## src/rtl/rpg_pkg.sv

```systemverilog
package rpg_pkg;
   localparam int CODE_NONE     = 0;
   localparam int CODE_POWER_ON = 1;
   localparam int CODE_EXTERNAL = 2;
   localparam int CODE_REQ_BASE = 3;

   function automatic int req_code(input int idx);
      return CODE_REQ_BASE + idx;
   endfunction
endpackage

```

## src/rtl/rpg_arbiter.sv

```systemverilog
module rpg_arbiter
   import rpg_pkg::*;
#(
   parameter int N_REQ  = 10,
   parameter int CODE_W = 4
) (
   input  logic              por_req,
   input  logic              ext_req,
   input  logic [N_REQ-1:0]  req,
   output logic              trig,
   output logic              trig_short,
   output logic [CODE_W-1:0] code
);
   logic [N_REQ-1:0][CODE_W-1:0] req_codes;

   genvar gi;
   generate
      for (gi = 0; gi < N_REQ; gi++) begin : g_code
         assign req_codes[gi] = CODE_W'(req_code(gi));
      end
   endgenerate

   always_comb begin
      code = CODE_W'(CODE_NONE);
      for (int i = N_REQ - 1; i >= 0; i--) begin
         if (req[i]) code = req_codes[i];
      end
      if (ext_req) code = CODE_W'(CODE_EXTERNAL);
      if (por_req) code = CODE_W'(CODE_POWER_ON);
   end

   assign trig       = por_req | ext_req | (|req);
   assign trig_short = por_req;
endmodule

```

## src/rtl/rpg_sense.sv

```systemverilog
module rpg_sense #(
   parameter int SYNC_STAGES = 2,
   parameter int TMO_CYC     = 40000,
   localparam int TCNT_W     = $clog2(TMO_CYC + 1)
) (
   input  logic clk,
   input  logic rst_n,
   input  logic line_in,
   input  logic self_drive,
   output logic ext_edge,
   output logic failsafe_req
);
   logic [SYNC_STAGES-1:0] sync_q;
   logic                   line_s;
   logic                   line_d;
   logic                   armed;
   logic [TCNT_W-1:0]      tcnt;

   genvar gs;
   generate
      for (gs = 0; gs < SYNC_STAGES; gs++) begin : g_sync
         if (gs == 0) begin : g_first
            always_ff @(posedge clk or negedge rst_n) begin
               if (!rst_n) sync_q[0] <= 1'b1;
               else        sync_q[0] <= line_in;
            end
         end else begin : g_next
            always_ff @(posedge clk or negedge rst_n) begin
               if (!rst_n) sync_q[gs] <= 1'b1;
               else        sync_q[gs] <= sync_q[gs-1];
            end
         end
      end
   endgenerate

   assign line_s   = sync_q[SYNC_STAGES-1];
   assign ext_edge = line_d & ~line_s & ~self_drive;

   always_ff @(posedge clk or negedge rst_n) begin
      if (!rst_n) line_d <= 1'b1;
      else        line_d <= line_s;
   end

   always_ff @(posedge clk or negedge rst_n) begin
      if (!rst_n) begin
         armed        <= 1'b0;
         tcnt         <= '0;
         failsafe_req <= 1'b0;
      end else begin
         if (ext_edge) begin
            armed <= 1'b1;
            tcnt  <= TCNT_W'(1);
         end else if (armed) begin
            if (line_s) begin
               armed <= 1'b0;
               tcnt  <= '0;
            end else if (tcnt >= TCNT_W'(TMO_CYC - 1)) begin
               failsafe_req <= 1'b1;
               armed        <= 1'b0;
            end else begin
               tcnt <= tcnt + TCNT_W'(1);
            end
         end
      end
   end
endmodule

```

## src/rtl/rpg_stretch.sv

```systemverilog
module rpg_stretch #(
   parameter int SHORT_CYC = 1000,
   parameter int LONG_CYC  = 20000,
   localparam int CNT_W    = $clog2(LONG_CYC + 1)
) (
   input  logic clk,
   input  logic rst_n,
   input  logic trig,
   input  logic trig_short,
   input  logic force_long,
   input  logic len_we,
   input  logic len_val,
   output logic long_len,
   output logic drive_low
);
   logic [CNT_W-1:0] cnt;
   logic             long_q;
   logic             use_long;

   always_ff @(posedge clk or negedge rst_n) begin
      if (!rst_n)          long_q <= 1'b0;
      else if (force_long) long_q <= 1'b1;
      else if (len_we)     long_q <= len_val;
   end

   assign use_long = (long_q | force_long) & ~trig_short;

   always_ff @(posedge clk or negedge rst_n) begin
      if (!rst_n)             cnt <= '0;
      else if (trig)          cnt <= use_long ? CNT_W'(LONG_CYC) : CNT_W'(SHORT_CYC);
      else if (cnt != '0)     cnt <= cnt - CNT_W'(1);
   end

   assign drive_low = (cnt != '0);
   assign long_len  = long_q;
endmodule

```

## src/rtl/rst_pulse_gen.sv

```systemverilog
module rst_pulse_gen
   import rpg_pkg::*;
#(
   parameter int CLK_PER_MS  = 1000,
   parameter int SHORT_MS    = 1,
   parameter int LONG_MS     = 20,
   parameter int TMO_MS      = 40,
   parameter int N_REQ       = 10,
   parameter int SYNC_STAGES = 2,
   localparam int CODE_W     = $clog2(N_REQ + CODE_REQ_BASE)
) (
   input  logic              clk,
   input  logic              rst_n,
   input  logic              supply_ok,
   input  logic [N_REQ-1:0]  req,
   input  logic              len_we,
   input  logic              len_val,
   input  logic              force_long,
   input  logic              stat_clr,
   input  logic              line_in,
   output logic              line_drive_low,
   output logic              long_len,
   output logic [CODE_W-1:0] cause,
   output logic              failsafe_req
);
   localparam int SHORT_CYC = SHORT_MS * CLK_PER_MS;
   localparam int LONG_CYC  = LONG_MS * CLK_PER_MS;
   localparam int TMO_CYC   = TMO_MS * CLK_PER_MS;

   generate
      if (SYNC_STAGES < 1) begin : g_bad_sync
         $error("SYNC_STAGES must be at least 1");
      end
      if (SHORT_CYC <= SYNC_STAGES + 1) begin : g_bad_short
         $error("short pulse must outlast the line synchronizer");
      end
      if (LONG_MS <= SHORT_MS) begin : g_bad_len
         $error("LONG_MS must exceed SHORT_MS");
      end
      if (TMO_MS <= LONG_MS) begin : g_bad_tmo
         $error("TMO_MS must exceed LONG_MS");
      end
      if (N_REQ < 1) begin : g_bad_nreq
         $error("N_REQ must be at least 1");
      end
   endgenerate

   logic              por_done;
   logic              por_req;
   logic              ext_edge;
   logic              trig;
   logic              trig_short;
   logic [CODE_W-1:0] trig_code;

   assign por_req = supply_ok & ~por_done;

   always_ff @(posedge clk or negedge rst_n) begin
      if (!rst_n)       por_done <= 1'b0;
      else if (por_req) por_done <= 1'b1;
   end

   rpg_sense #(
      .SYNC_STAGES (SYNC_STAGES),
      .TMO_CYC     (TMO_CYC)
   ) u_sense (
      .clk          (clk),
      .rst_n        (rst_n),
      .line_in      (line_in),
      .self_drive   (line_drive_low),
      .ext_edge     (ext_edge),
      .failsafe_req (failsafe_req)
   );

   rpg_arbiter #(
      .N_REQ  (N_REQ),
      .CODE_W (CODE_W)
   ) u_arb (
      .por_req    (por_req),
      .ext_req    (ext_edge),
      .req        (req),
      .trig       (trig),
      .trig_short (trig_short),
      .code       (trig_code)
   );

   rpg_stretch #(
      .SHORT_CYC (SHORT_CYC),
      .LONG_CYC  (LONG_CYC)
   ) u_stretch (
      .clk        (clk),
      .rst_n      (rst_n),
      .trig       (trig),
      .trig_short (trig_short),
      .force_long (force_long),
      .len_we     (len_we),
      .len_val    (len_val),
      .long_len   (long_len),
      .drive_low  (line_drive_low)
   );

   always_ff @(posedge clk or negedge rst_n) begin
      if (!rst_n)        cause <= '0;
      else if (trig)     cause <= trig_code;
      else if (stat_clr) cause <= '0;
   end
endmodule

```

## config.mk

```make
export PLATFORM = sky130hd
export DESIGN_NAME = rst_pulse_gen
export DESIGN_NICKNAME = d
export VERILOG_FILES = /design/src/rtl/rpg_pkg.sv /design/src/rtl/rpg_arbiter.sv /design/src/rtl/rpg_sense.sv /design/src/rtl/rpg_stretch.sv /design/src/rtl/rst_pulse_gen.sv
export SDC_FILE = /design/constraint.sdc
export NUM_CORES = 1
export LEC_CHECK = 0
export BUFFER_PORTS_ARGS = -buffer_cell sky130_fd_sc_hd__buf_2
export CAP_MARGIN = 25
export CORE_ASPECT_RATIO = 1.5
export CORE_MARGIN = 10
export CORE_UTILIZATION = 28
export CTS_CLUSTER_SIZE = 10
export DETAILED_ROUTE_END_ITERATION = 6
export PLACE_DENSITY = 0.46
export SYNTH_ARGS = -nofsm -noshare
export SYNTH_HDL_FRONTEND = slang
export SYNTH_SLANG_ARGS = --single-unit
```

## constraint.sdc

```tcl
create_clock -name clk -period 2.95 [get_ports clk]
set_clock_uncertainty 0.1 [all_clocks]
set_input_delay 0.1475 -clock clk [delete_from_list [all_inputs] [get_ports clk]]
set_output_delay 0.1475 -clock clk [all_outputs]
set_load 0.05 [all_outputs]
```

# ---- After elaboration in Yosys (flattened, before gate mapping)
# Cells that the tools add are included.
dict set report totals {
  ff_bits 42
  latch_bits 0
  mem_bits_rw 0
  mem_bits_ro 0
  output_inout_bits 7
  elab_cells 61
  n_memories 0
}
dict set report op_classes {
  add_sub_neg 2
  mul 0
  n_div 0
  order_cmp 1
  eq_ne 1
  shifts 0
  muxes 27
  bitwise_logic 12
  reduce_logical 8
}
# op count
set op_table {}
lappend op_table {{$mux W16} 4}
lappend op_table {{$mux W4} 14}
lappend op_table {{$mux W15} 3}
lappend op_table {{$add A16 B1 Y16 const B} 1}
lappend op_table {{$ge A16 B16 Y1 const B} 1}
lappend op_table {{$reduce_bool A15 Y1} 1}
lappend op_table {{$sub A15 B1 Y15 const B} 1}
lappend op_table {{$reduce_or A10 Y1} 1}
lappend op_table {{$reduce_bool A2 Y1} 4}
lappend op_table {{$mux W1} 6}
lappend op_table {{$not A1 Y1} 5}
lappend op_table {{$and A1 B1 Y1} 4}
lappend op_table {{$reduce_and A4 Y1} 1}
lappend op_table {{$ne A3 B1 Y1 const B} 1}
lappend op_table {{$or A1 B1 Y1} 3}
lappend op_table {{$reduce_and A2 Y1} 1}

# ---- Depth between registers and ports, before layout
dict set report depth {
  word_depth 13
  depth_mapped 8
}

# ---- Hierarchy
# Synthesis repeated with hierarchy kept, for this count alone.
dict set report unflattened {
  cells_unflattened 262
  hier_area_um2 2466.1
}
# module n_inst cells_per_inst area_per_inst_um2 seq_area_each_um2
set modules_own_cells {}
lappend modules_own_cells {rpg_sense 1 128 1202.4 529.3}
lappend modules_own_cells {rpg_stretch 1 97 940.9 400.4}
lappend modules_own_cells {rst_pulse_gen 1 12 178.9 125.1}
lappend modules_own_cells {rpg_arbiter 1 25 143.9 0.0}

# ---- Worst setup path after synthesis
# Ideal clock, no wire load.
dict set report synth_path {
  path_type {register to register}
  startpoint {register u_stretch.cnt[0]}
  endpoint {register u_stretch.cnt[8]}
  arrival_ps 2079
  required_ps 2678
  slack_ps 599
  stages_incl_launch_ff 9
  n_path_buf 1
  synth_period_minus_slack_ps 2351
  cell_sequence {dfrtp_1 > inv_1 > ha_1 > nor4b_1 > nand4_1 > clkbuf_1 > a21oi_1 > o31a_1 > a31oi_1}
}
dict set report synth_via {
  elab_chain_len 6
}
# element line_no
set synth_lines {}
lappend synth_lines {{from (decl)} rpg_stretch.sv:16} ;# logic [CNT_W-1:0] cnt;
lappend synth_lines {{from (signal assigned)} rpg_stretch.sv:30} ;# else if (trig) cnt <= use_long ? CNT_W'(LONG_CYC) : CNT_W'(SHORT_CYC);
lappend synth_lines {{from (signal assigned)} rpg_stretch.sv:31} ;# else if (cnt != '0) cnt <= cnt - CNT_W'(1);
lappend synth_lines {{$reduce_bool A15 Y1 *} rpg_stretch.sv:34} ;# assign drive_low = (cnt != '0);
lappend synth_lines {{via line_drive_low} rst_pulse_gen.sv:21} ;# output logic line_drive_low,
lappend synth_lines {{$not A1 Y1} rpg_sense.sv:37} ;# assign ext_edge = line_d & ~line_s & ~self_drive;
lappend synth_lines {{$and A1 B1 Y1} rpg_sense.sv:37}
lappend synth_lines {{$or A1 B1 Y1 (2 in series)} rpg_arbiter.sv:32} ;# assign trig = por_req | ext_req | (|req);
lappend synth_lines {{$mux W15 / $reduce_bool A2 Y1 (equally long branches)} -}
# Mark *: on every way through the listed nets, which the timed path passes. The rest lies on a longest branch. The select of a mux whose other input is x is not followed.
# A chain may end at the register's enable or synchronous reset.

# ---- Final worst setup path
dict set report layout_path {
  startpoint {register u_stretch.cnt[0]}
  endpoint {register u_sense.tcnt[1]}
}
dict set report layout_via {
  elab_chain_len 5
}
# element line_no
set layout_lines {}
lappend layout_lines {{$reduce_bool A15 Y1 *} rpg_stretch.sv:34}
lappend layout_lines {{$not A1 Y1 *} rpg_sense.sv:37}
lappend layout_lines {{$and A1 B1 Y1 *} rpg_sense.sv:37}
lappend layout_lines {{$ne A3 B1 Y1 (no line) / $reduce_bool A2 Y1 (equally long branches)} -}
lappend layout_lines {{$reduce_and A2 Y1 (no line)} -}
lappend layout_lines {{to (signal assigned)} rpg_sense.sv:61} ;# tcnt <= tcnt + TCNT_W'(1);
lappend layout_lines {{to (decl)} rpg_sense.sv:17} ;# logic [TCNT_W-1:0] tcnt;
# Mark *: on every way between the ends. The rest lies on a longest branch, timed or not.

==> flow_summary.toml <==
[clock_tree]
clock-root-buffer = "clkbuf_16"
cts_tree = "built"
h-tree-depth = 2
cts_buffer_depth = 2
cts_made_buffers = 5
clock_latency_ps = 290
clkSinkCount = 42
clkSlewWorstSetupHoldPaths_ps = 60
cts_resized = 0
post-cts-setup-buffers = 0

[final_layout]
num-nets-final = 294
diodes = 0
instances_no_fill = 379
area_growth_pct = 21.41
drive_above_1_share_pct = 19.34

[die]
dieHeight_um = 130.9
die-area_um2 = 12300
die_x_um = 93.96
core_area_um2 = 8008
boundaryPins = 25
start_util_pct = 28.69
rows = 40

[critical_path]
critPathBufInv = 2
startpoint_type = "register"
slowest_delay_ps = 610
cp.required_ps = 3000
cp-startpoint = "u_stretch.cnt[0]"
rrSetupSlack_ps = 400
path_max_fanout = 10
r2r_end = "u_sense.tcnt[1]"
crit_slowest_cell = "a21oi_1"
regToRegStartpoint = "u_stretch.cnt[0]"
critical_path_class = "reg -> reg"
worstPathCellList = "inv_1 -> ha_1 -> nor4b_1 -> buf_4 -> and4_1 -> a21oi_1 -> and2_0 -> o21ai_0"
r2r_cells = 8
cp.depth = 8
crit_family = "simple AND/OR/NAND/NOR gates"
crit_end = "u_sense.tcnt[1]"
worst_setup_path_end_kind = "register"
critPathArrivalTime_ps = 2610

[logic_synthesis]
syn_nets = 256
synth_enable_flop_cells = 0
synth-seq-area-share_pct = 45.92
syn_area_um2 = 2297
synth_top_cell_by_area = "dfrtp_1"
synth_top_cell_area_share_pct = 42.48
synth_seq_cells = 42
yosysWarnings = 0
synthCells = 235
synthFlopType = "dfrtp_1"
synth_most_common_cell = "dfrtp_1"
synth_cell_types = 52
async_flop_share_pct = 100.0
yosys-top-cells-area = "dfrtp_1, nand3_1, dfstp_2, nor2_1, o211ai_1"
yosys-top-cells-count = "dfrtp_1, nor2_1, nand3_1"
syn_avg_cell_area_um2 = 9.775

[timing]
finalHoldViolCount = 0
min_period_ps = 2553
setup_slack_ps = 396.5
clock.fmax_ghz = 0.3916
tightest_slew_ps = 807.5
fin_setup_tns_ps = 0
post-route-period-util_pct = 86.56
final-max-slew-violation-count = 0
slew_headroom_pct = 45.93
whs_ps = 64.69
rsz0062_at_grt = "no"
setup_violations = 0

[power]
vdd_drop_max_mv = 0.2554
p_per_area_nw_per_um2 = 445.5
p_leak_nw = 1.157

[routing]
detail-route-antenna-nets = 0
drt_iter0_markers = 132
dr.pass1.iters = 4
drcViolationCount = 0
viasPerCell = 5.264
wire_per_inst_um = 15.64
routed_wl_um = 5927
vias = 1995

[grt]
antenna_found_initial = 0
grt_overflow_total = 0
grt_usage_pct = 10.09
grt_pass1_wl_um = 9818
grt_max_degree = 31
first_global_vias = 2043

[place]
place_hpwl_um = 4451
gp_congestion = 0.7513
dp_cells = 366
io_buffers = 24
post-place-ws_ps = 352.6

[outcome]
status = "completed"

[worst_hold_path]
min-delay-start = "req[1]"
hold_path_class = "in -> reg"

[job]
maxCapViolCount = 0
-- layout by cell type, fill, tap and decap left out, types with 4 or more instances in the layout --
| cell type | netlist | routed |
|---|---|---|
| dfrtp_1 | 39 | 39 |
| buf_2 | 0 | 24 |
| nor2_1 | 20 | 20 |
| nand3_1 | 17 | 17 |
| nand2_1 | 14 | 14 |
| a21oi_1 | 10 | 10 |
| o211ai_1 | 10 | 10 |
| inv_1 | 9 | 9 |
| o21ai_0 | 8 | 8 |
| o31ai_1 | 8 | 8 |
| or4_1 | 7 | 7 |
| buf_4 | 0 | 7 |
| xor2_1 | 6 | 6 |
| nor4_1 | 5 | 5 |
| a21o_1 | 5 | 5 |
| xnor2_1 | 5 | 5 |
| clkbuf_16 | 0 | 5 |
| dlygate4sd3_1 | 0 | 5 |
| nor4b_1 | 4 | 4 |
| nor3_1 | 4 | 4 |
-- how the worst min path moves through the flow --
stage	to	cells after the start
6_report	cause[0]	3
5_1_grt	cause[3]	3
4_1_cts	cause[0]	3
3_5_place_dp	u_sense.tcnt[11]	1
3_3_place_gp	u_sense.sync_q[0]	1
2_1_floorplan	cause[0]	0
-- report_power, final --
part	switching (mW)	internal, mW
Combinational	0.0553	0.0358
Clock	0.217	0.335
Sequential	0.0100	0.589
-- layer usage --
metal	track usage [%]	wire [um]
met3	2.399	174
met1	10.15	2349
met5	0	0
met4	4.305	100
met2	19.09	3302
-- logic make-up after synthesis --
group,after synthesis,synth area share (%)
fa+ha+maj,3,1.634
mux,2,0.8715
compound gates,65,19.99
buf+inv,15,2.778
xor+xnor,11,4.194
simple gates,97,24.62
flops,42,45.92
-- sequential cells by signal, indices dropped and copies added, names as in the netlist --
name / flops
u_stretch.long_len: 1
u_stretch.cnt: 15
u_sense.sync_q: 1
u_sense.failsafe_req: 1
por_done: 1
u_sense.armed: 1
u_sense.line_s: 1
u_sense.line_d: 1
cause: 4
u_sense.tcnt: 16
-- stage by stage --
step                      cell area (um^2)  utilization, %  total power, mW
final                                 2789           34.83            1.242
after global placement                2571           32.11           0.6934
after detailed placement              2591           32.36           0.6971
after floorplan                       2297               -           0.6486
after CTS                             2789           34.83            1.273
after global routing                  2789           34.83            1.301
-- worst reg2reg max path, delay by kind of cell, from the launching register on --
family                   cells  cell delay [ps]
AO/OA/AOI/OAI                2              750
adder cells (fa/ha/maj)      1              190
flip-flops                   1              400
buffers and inverters        2              230
AND/OR/NAND/NOR              3              760
-- layout make-up --
class / instances / area (um^2)
Fill cell: 857 / 5219
Multi-Input combinational cell: 178 / 1179
Sequential cell: 42 / 1055
Timing Repair Buffer: 37 / 242.7
Clock buffer: 7 / 142.6
Tap cell: 105 / 131.4
Inverter: 9 / 33.78
Clock inverter: 1 / 5.005
-- what timing repair did --
action,in CTS,in global routing
hold buffers,5,0
endpoints found under the hold margin,15,0
endpoints found under the setup margin,0,0
(Power assumes the default switching activity.)
